<file path="config.mk">
export PLATFORM = sky130hd
export DESIGN_NAME = mbsync_ctrl
export DESIGN_NICKNAME = d
export VERILOG_FILES = /design/src/rtl/mbs_pkg.sv /design/src/rtl/mbs_type_decode.sv /design/src/rtl/mbs_out_counter.sv /design/src/rtl/mbs_barrier_fsm.sv /design/src/rtl/mbsync_ctrl.sv
export SDC_FILE = /design/constraint.sdc
export NUM_CORES = 1
export LEC_CHECK = 0
export BUFFER_PORTS_ARGS = -buffer_cell sky130_fd_sc_hd__buf_4
export CAP_MARGIN = 30
export CORE_MARGIN = 3
export CORE_UTILIZATION = 62
export CTS_BUF_LIST = sky130_fd_sc_hd__clkbuf_4 sky130_fd_sc_hd__clkbuf_8
export DETAILED_ROUTE_END_ITERATION = 8
export GPL_TIMING_DRIVEN = 0
export HOLD_SLACK_MARGIN = 0.1
export PLACE_DENSITY = 0.85
export SLEW_MARGIN = 15
export SYNTH_ARGS = -nofsm -noshare
export SYNTH_HDL_FRONTEND = slang
export SYNTH_SLANG_ARGS = --single-unit
export TNS_END_PERCENT = 50
</file>
<file path="constraint.sdc">
create_clock -name clk -period 5.2 [get_ports clk]
set_input_delay 0.78 -clock clk [delete_from_list [all_inputs] [get_ports clk]]
set_output_delay 0.78 -clock clk [all_outputs]
set_load 0.03 [all_outputs]
</file>
<file path="src/rtl/mbs_pkg.sv">
`timescale 1ns/1ps
package mbs_pkg;
  typedef enum logic [1:0] {
    OP_NONE  = 2'd0,
    OP_LOAD  = 2'd1,
    OP_STORE = 2'd2,
    OP_SYNC  = 2'd3
  } op_kind_t;

  typedef enum logic {
    BAR_COMPLETE = 1'b0,
    BAR_ORDER    = 1'b1
  } bar_mode_t;

  localparam logic [4:0] BT_ORDER_CODE = 5'h10;
endpackage

</file>
<file path="src/rtl/mbs_type_decode.sv">
`timescale 1ns/1ps
module mbs_type_decode
  import mbs_pkg::*;
#(
  parameter bit ORDER_EN = 1'b1
) (
  input  logic [4:0] btype,
  output bar_mode_t  mode
);
  // Only the ordering code selects the light barrier; every other code,
  // implemented or not, falls back to the full completion barrier.
  logic is_order_code;
  assign is_order_code = (btype == BT_ORDER_CODE);

  always_comb begin
    if (ORDER_EN && is_order_code) mode = BAR_ORDER;
    else                           mode = BAR_COMPLETE;
  end
endmodule

</file>
<file path="src/rtl/mbs_out_counter.sv">
`timescale 1ns/1ps
module mbs_out_counter #(
  parameter int MAX_CNT = 16,
  localparam int W = $clog2(MAX_CNT + 1)
) (
  input  logic         clk,
  input  logic         rst,
  input  logic         inc,
  input  logic         dec,
  output logic [W-1:0] cnt_q,
  output logic [W-1:0] cnt_d,
  output logic         zero
);
  localparam logic [W-1:0] MAXV = W'(MAX_CNT);

  logic inc_ok, dec_ok;
  assign inc_ok = inc && (cnt_q != MAXV);
  assign dec_ok = dec && (cnt_q != '0);   // stray pulses on empty are dropped

  always_comb begin
    cnt_d = cnt_q;
    unique case ({inc_ok, dec_ok})
      2'b10:   cnt_d = cnt_q + W'(1);
      2'b01:   cnt_d = cnt_q - W'(1);
      default: cnt_d = cnt_q;
    endcase
  end

  always_ff @(posedge clk) begin
    if (rst) cnt_q <= '0;
    else     cnt_q <= cnt_d;
  end

  assign zero = (cnt_q == '0);
endmodule

</file>
<file path="src/rtl/mbs_barrier_fsm.sv">
`timescale 1ns/1ps
module mbs_barrier_fsm
  import mbs_pkg::*;
(
  input  logic      clk,
  input  logic      rst,
  input  logic      sync_acc,
  input  bar_mode_t mode_in,
  input  logic      ord_zero,
  input  logic      gbl_zero,
  output logic      pend_q,
  output logic      pend_d,
  output logic      done_q,
  output logic      done_mode_q
);
  bar_mode_t mode_q;
  logic      req_zero;
  logic      retire;

  // Retirement condition depends on the latched mode of the pending barrier.
  assign req_zero = (mode_q == BAR_ORDER) ? ord_zero : gbl_zero;
  assign retire   = pend_q && req_zero;

  always_comb begin
    pend_d = pend_q;
    if (retire)   pend_d = 1'b0;
    if (sync_acc) pend_d = 1'b1;
  end

  always_ff @(posedge clk) begin
    if (rst) begin
      pend_q      <= 1'b0;
      mode_q      <= BAR_COMPLETE;
      done_q      <= 1'b0;
      done_mode_q <= 1'b0;
    end else begin
      pend_q <= pend_d;
      done_q <= retire;
      if (sync_acc) mode_q      <= mode_in;
      if (retire)   done_mode_q <= (mode_q == BAR_ORDER);
    end
  end
endmodule

</file>
<file path="src/rtl/mbsync_ctrl.sv">
`timescale 1ns/1ps
module mbsync_ctrl
  import mbs_pkg::*;
#(
  parameter int MAX_OUT  = 16,
  parameter bit ORDER_EN = 1'b1,
  localparam int CNT_W = $clog2(MAX_OUT + 1)
) (
  input  logic       clk,
  input  logic       rst,
  input  logic       op_valid,
  input  logic [1:0] op_kind,
  input  logic [4:0] op_btype,
  input  logic       ord_pass,
  input  logic       gbl_ack,
  output logic       issue_stall,
  output logic       barrier_done,
  output logic       done_mode
);
  localparam logic [CNT_W-1:0] CAP = CNT_W'(MAX_OUT);

  logic             stall_q;
  logic             accept, mem_acc, sync_acc;
  logic [CNT_W-1:0] ord_cnt, ord_cnt_d;
  logic [CNT_W-1:0] gbl_cnt, gbl_cnt_d;
  logic             ord_zero, gbl_zero;
  bar_mode_t        dec_mode;
  logic             pend_q, pend_d;

  // Acceptance is gated by the registered stall, so once a barrier is in,
  // nothing younger can be counted against it.
  assign accept   = op_valid && !stall_q;
  assign mem_acc  = accept && ((op_kind == OP_LOAD) || (op_kind == OP_STORE));
  assign sync_acc = accept && (op_kind == OP_SYNC);

  mbs_type_decode #(.ORDER_EN(ORDER_EN)) u_dec (
    .btype (op_btype),
    .mode  (dec_mode)
  );

  mbs_out_counter #(.MAX_CNT(MAX_OUT)) u_ord_cnt (
    .clk   (clk),
    .rst   (rst),
    .inc   (mem_acc),
    .dec   (ord_pass),
    .cnt_q (ord_cnt),
    .cnt_d (ord_cnt_d),
    .zero  (ord_zero)
  );

  mbs_out_counter #(.MAX_CNT(MAX_OUT)) u_gbl_cnt (
    .clk   (clk),
    .rst   (rst),
    .inc   (mem_acc),
    .dec   (gbl_ack),
    .cnt_q (gbl_cnt),
    .cnt_d (gbl_cnt_d),
    .zero  (gbl_zero)
  );

  mbs_barrier_fsm u_fsm (
    .clk         (clk),
    .rst         (rst),
    .sync_acc    (sync_acc),
    .mode_in     (dec_mode),
    .ord_zero    (ord_zero),
    .gbl_zero    (gbl_zero),
    .pend_q      (pend_q),
    .pend_d      (pend_d),
    .done_q      (barrier_done),
    .done_mode_q (done_mode)
  );

  // Stall is registered from next-state values so it is valid in the
  // first cycle of a pending barrier or a full acknowledge counter.
  always_ff @(posedge clk) begin
    if (rst) stall_q <= 1'b0;
    else     stall_q <= pend_d || (gbl_cnt_d == CAP);
  end

  assign issue_stall = stall_q;

  logic unused_ok;
  assign unused_ok = ^{ord_cnt_d, pend_q};
endmodule

</file>
## Yosys cells after proc, flatten, opt, wreduce, memory -nomap -nowiden

Index checks and enable logic that the tools add are counted.

| cells by class | value |
|---|---|
| add/sub/neg operators | 4 |
| multipliers | 0 |
| div/mod/pow operators | 0 |
| $lt $le $gt $ge | 0 |
| equal/unequal tests | 11 |
| shifts and indexed selects | 0 |
| mux-type cells | 6 |
| bitwise operators | 0 |
| reduce and logical (&&, ||, !) cells | 16 |

Operators by type and width:

| operator | count |
|---|---|
| $pmux 5 s2 | 2 |
| $add 5x1->5 const B | 2 |
| $eq 5x5->1 const B | 2 |
| $logic_not 5->1 | 2 |
| $ne 5x5->1 const B | 2 |
| $reduce_bool 5->1 | 2 |
| $sub 5x1->5 const B | 2 |
| $eq 2x2->1 const B | 4 |
| $logic_and 1x1->1 | 8 |
| $eq 2x1->1 const B | 3 |
| $mux 1 | 4 |
| $logic_or 1x1->1 | 2 |
| $reduce_bool 2->1 | 1 |
| $logic_not 1->1 | 1 |

| word-level totals | value |
|---|---|
| flip-flop bits (word level) | 15 |
| bits in latches | 0 |
| RAM bits | 0 |
| bits in read-only memories | 0 |
| output and inout port bits | 3 |
| logic and storage cells | 44 |
| memories kept | 0 |

## Longest topological paths before layout

| depth | value |
|---|---|
| depth after elaboration | 8 |
| mapped depth | 13 |
| gate-level depth less buffers | 11 |

## Modules after synthesis

A second synthesis with hierarchy kept.

| unflattened totals | value |
|---|---|
| cells, all modules | 110 |
| area, all modules | 1,019.7 um^2 |

By module, submodules not included:

| module | instances | cells an instance | area each (um^2) | seq. area each (um^2) |
|---|---|---|---|---|
| mbs_out_counter | 2 | 42 | 380.4 | 100.1 |
| mbs_barrier_fsm | 1 | 16 | 166.4 | 80.1 |
| mbsync_ctrl | 1 | 8 | 73.8 | 20.0 |
| mbs_type_decode | 1 | 2 | 18.8 | 0.0 |

## Worst setup path after synthesis

No wires, ideal clock.

| path | value |
|---|---|
| kind | in2reg |
| start | in op_kind[0] |
| end | reg stall_q, in the netlist issue_stall |
| data arrival time | 2.863 ns |
| data required time | 5.084 ns |
| path slack | 2.220 ns |
| stages on the path | 12 |
| cells stage by stage | ha_1 > nand2_1 > a21o_1 > ha_1 > clkbuf_1 > xor2_1 > ha_1 > a21oi_1 > nor2b_1 > o221ai_1 > mux2_1 > a41o_1 |

| between the ends | value |
|---|---|
| word-level cells in the longest chain between the ends | 8 |
| elaborated cells between the ends (all ways) | 13 |

RTL lines:

| element | RTL line | RTL |
|---|---|---|
| start: declaration | mbsync_ctrl.sv:12 | `input logic [1:0] op_kind,` |
| $eq 2x1->1 or $eq 2x2->1 (tied branches) | mbsync_ctrl.sv:33 | `assign mem_acc = accept && ((op_kind == OP_LOAD) \|\| (op_kind == OP_STORE));` |
| $logic_or 1x1->1 | mbsync_ctrl.sv:33 |  |
| $logic_and 1x1->1 | mbsync_ctrl.sv:33 |  |
| $logic_and 1x1->1 | mbs_out_counter.sv:17 | `assign inc_ok = inc && (cnt_q != MAXV);` |
| $eq 2x1->1 or $eq 2x2->1 (tied branches) | mbs_out_counter.sv:22 | `unique case ({inc_ok, dec_ok})` |
| $pmux 5 s2 | mbs_out_counter.sv:22 |  |
| $eq 5x5->1 | mbsync_ctrl.sv:78 | `else stall_q <= pend_d \|\| (gbl_cnt_d == CAP);` |
| $logic_or 1x1->1 (*) | mbsync_ctrl.sv:78 |  |
| end signal: assignment | mbsync_ctrl.sv:78 |  |
| end: declaration | mbsync_ctrl.sv:22 | `logic stall_q;` |

Every way passes the cells marked *; elsewhere a longest branch is shown, timed or not.
A chain may end at the register's enable or synchronous reset.

## Final worst setup path

Same ends and word-level chain as after synthesis.

==> out/qor.yml <==
layout:
  area_growth_pct: 15.8
  nFillCells: 106
  diodes: 0
  drive_above_1_share: 0.176
  nets: 153
  finish.utilization: 0.812
routing:
  routed_via_density: 5.91
  vias: 863
  avgRoutedWirePerCell_um: 13.8
  route.detailed.drc: 0
  drt_first_pass_iters: 4
  antenna_left: 0
  drtIter0Drc: 16
  routed_wl_um: 2010
placed_design:
  gp_congestion: 0.903
  io_buffers: 14
  hpwl_um: 1600
die:
  placeableCoreArea_um2: 1370
  ioPinCount: 15
  num_rows: 13
  die_h_um: 45.3
  start_util: 0.701
  die_w_um: 45.3
  die_area_um2: 2050
yosys:
  ys_types: 35
  synth_area_per_cell_um2: 8.48
  synth-seq-cells: 15
  synth.area.top_cells: "dfxtp_1, ha_1, nor2b_1"
  synth_cells: 113
  synth.top_cell.area_share: 0.313
  yosysWarnings: 0
  netlist_area_um2: 958
  synth_fp_nets: 134
  ys_seq_area_frac: 0.313
  yosys.area.top_type: "dfxtp_1"
power_and_ir_drop:
  combPwrFrac: 0.596
  p_switching_uw: 267
  pwr-share-seq: 0.296
  power_frac_clock: 0.108
  powerDensity_nw_per_um2: 545
  swShare: 0.441
  vdd_drop_max_mv: 0.361
  p_int_uw: 338
  leakage_nw: 0.489
global_route:
  grt_max_degree: 11
  grt_pass1_vias: 806
  grt_use_met3: 0.0637
  overflow: 0
  grt_busiest_layer: "met2"
  grtUsageMet1: 0.270
  track_usage: 0.227
  met2_usage: 0.387
  antenna_found_initial: 0
  grt_pass1_wl_um: 3350
worst_setup_path:
  path_max_fanout: 7
  cp_data_arrival_time_ps: 3230
  critPathKind: "in2reg"
  worstSetupStartpointType: "primary input"
  end_kind: "register"
  reg2reg_slack_ps: 2200
  worstPathRequired_ps: 5390
cts:
  cts-buffers-inserted: 3
  postCtsHoldBufs: 0
  htreeDepth: 1
  postCtsSetupRepairBufs: 0
  cts.sinks: 15
  path_clk_slew_ps: 90
  cts_root_buffer: "clkbuf_4"
  clk_latency_ps: 290
  cts_tree: "built"
  cts.path.max_buffers: 2
  cts_resized: 0
min_path:
  hold_class: "reg2reg"
timing:
  grt_setup_unrepaired: "no"
  relSlewSlack: 0.672
  period_needed_ps: 3050
  finalCritPeriodShare: 0.586
  skew_ps: 6.90
  hold_ws_ps: 506
  worstMarginPinSlew_ps: 487
  drv_slew: 0
  finalSetupViolations: 0
  fin_tns_setup_ps: 0
  clock.fmax_mhz: 328
  hold_violations: 0
status:
  outcome: "finished, final reports clean"
flow_run:
  maxCapViolCount: 0
## worst paths after layout
check                           from            to  depth (start not counted)
setup / recovery          op_kind[0]   issue_stall                         13
setup reg to reg  u_gbl_cnt.cnt_q[2]   issue_stall                         13
hold / removal          u_fsm.pend_q  u_fsm.done_q                          2
hold reg to reg         u_fsm.pend_q  u_fsm.done_q                          2
## state kept, by name, summed over array words and instances (netlist names)
name	flops
u_fsm.done_q	1
u_gbl_cnt.cnt_q	5
u_ord_cnt.cnt_q	5
u_fsm.mode_q	1
u_fsm.pend_q	1
issue_stall	1
u_fsm.done_mode_q	1
## worst max-delay path, stage by stage
cell and delay [ps]:
buf_4 110, ha_1 260, nand2_1 90, a21o_1 190, ha_1 170, clkbuf_1 190, xor2_1 200, ha_1 220
a21oi_1 150, nor2b_1 60, o221ai_1 200, mux2_1 370, a41o_1 220
## final cells by class
cell class / count / area, um^2 / area share
well taps: 15 / 18.8 / 0.0169
inverters: 4 / 15.0 / 0.0135
clock inverters: 1 / 5.00 / 0.00451
repair buffers: 14 / 105 / 0.0947
clock buffers: 3 / 22.5 / 0.0203
flip-flops and latches: 15 / 300 / 0.271
multi-input cells: 89 / 616 / 0.555
plain buffers: 5 / 27.5 / 0.0248
## logic make-up (layout without fill, tap and decap cells)
family                     Yosys count  count (layout)  synth area share
AOI/OAI and AO/OA                   26              26             0.174
xor gates and xnor gates             6               6            0.0548
adders and majority gates            9               9             0.125
buffers and inverters                9              27            0.0444
DFF                                 15              15             0.313
muxes                                3               3            0.0326
and+or+nand+nor                     45              45             0.256
## cell usage after synthesis
master	instances
dfxtp_1	15
nor2_1	12
nor2b_1	12
a21oi_1	10
ha_1	8
nand2_1	6
a21o_1	5
inv_1	4
nor3_1	4
clkbuf_1	3
o21ai_1	3
xnor2_1	3
xor2_1	3
a31oi_1	2
mux2i_1	2
nor4_1	2
a211o_1	1
a21oi_2	1
a22oi_1	1
a41o_1	1
and3_1	1
buf_2	1
buf_6	1
fa_1	1
mux2_1	1
nand2b_1	1
nand3_1	1
nand3_2	1
nand3b_1	1
nand4_1	1
nor4_2	1
o221ai_1	1
o31ai_1	1
or3b_1	1
or4_1	1
## metrics by stage
step	worst slack, ps	std cells	power, mW	area (um^2)
global placement	1930	142	0.523	1080
finish	2150	146	0.605	1110
floorplan	2220	113	0.464	958
CTS	2190	146	0.610	1110
global route	2010	146	0.662	1110
detailed placement	1870	142	0.539	1080
## power groups by stage
stage	logic, mW	clock network [mW]	registers [mW]
finish	0.361	0.0654	0.179
CTS	0.362	0.0691	0.178
floorplan	0.286	0	0.179
detailed placement	0.358	0	0.181
global placement	0.345	0	0.179
global route	0.407	0.0728	0.183
## per-layer routing
metal,part of all wire,wire length (um)
met5,0,0
met4,0.018,36
met3,0.064,129
met2,0.50,997
met1,0.42,848
## cell usage in the layout, fill, tap and decap left out, types with 2 or more instances in the layout
cell type   n
dfxtp_1    15
buf_4      14
nor2b_1    12
nor2_1     12
a21oi_1    10
ha_1        8
nand2_1     6
a21o_1      5
inv_1       4
nor3_1      4
clkbuf_1    3
xor2_1      3
o21ai_1     3
xnor2_1     3
clkbuf_4    3
nor4_1      2
a31oi_1     2
mux2i_1     2
Note: power is estimated with default switching activity, not from simulation.
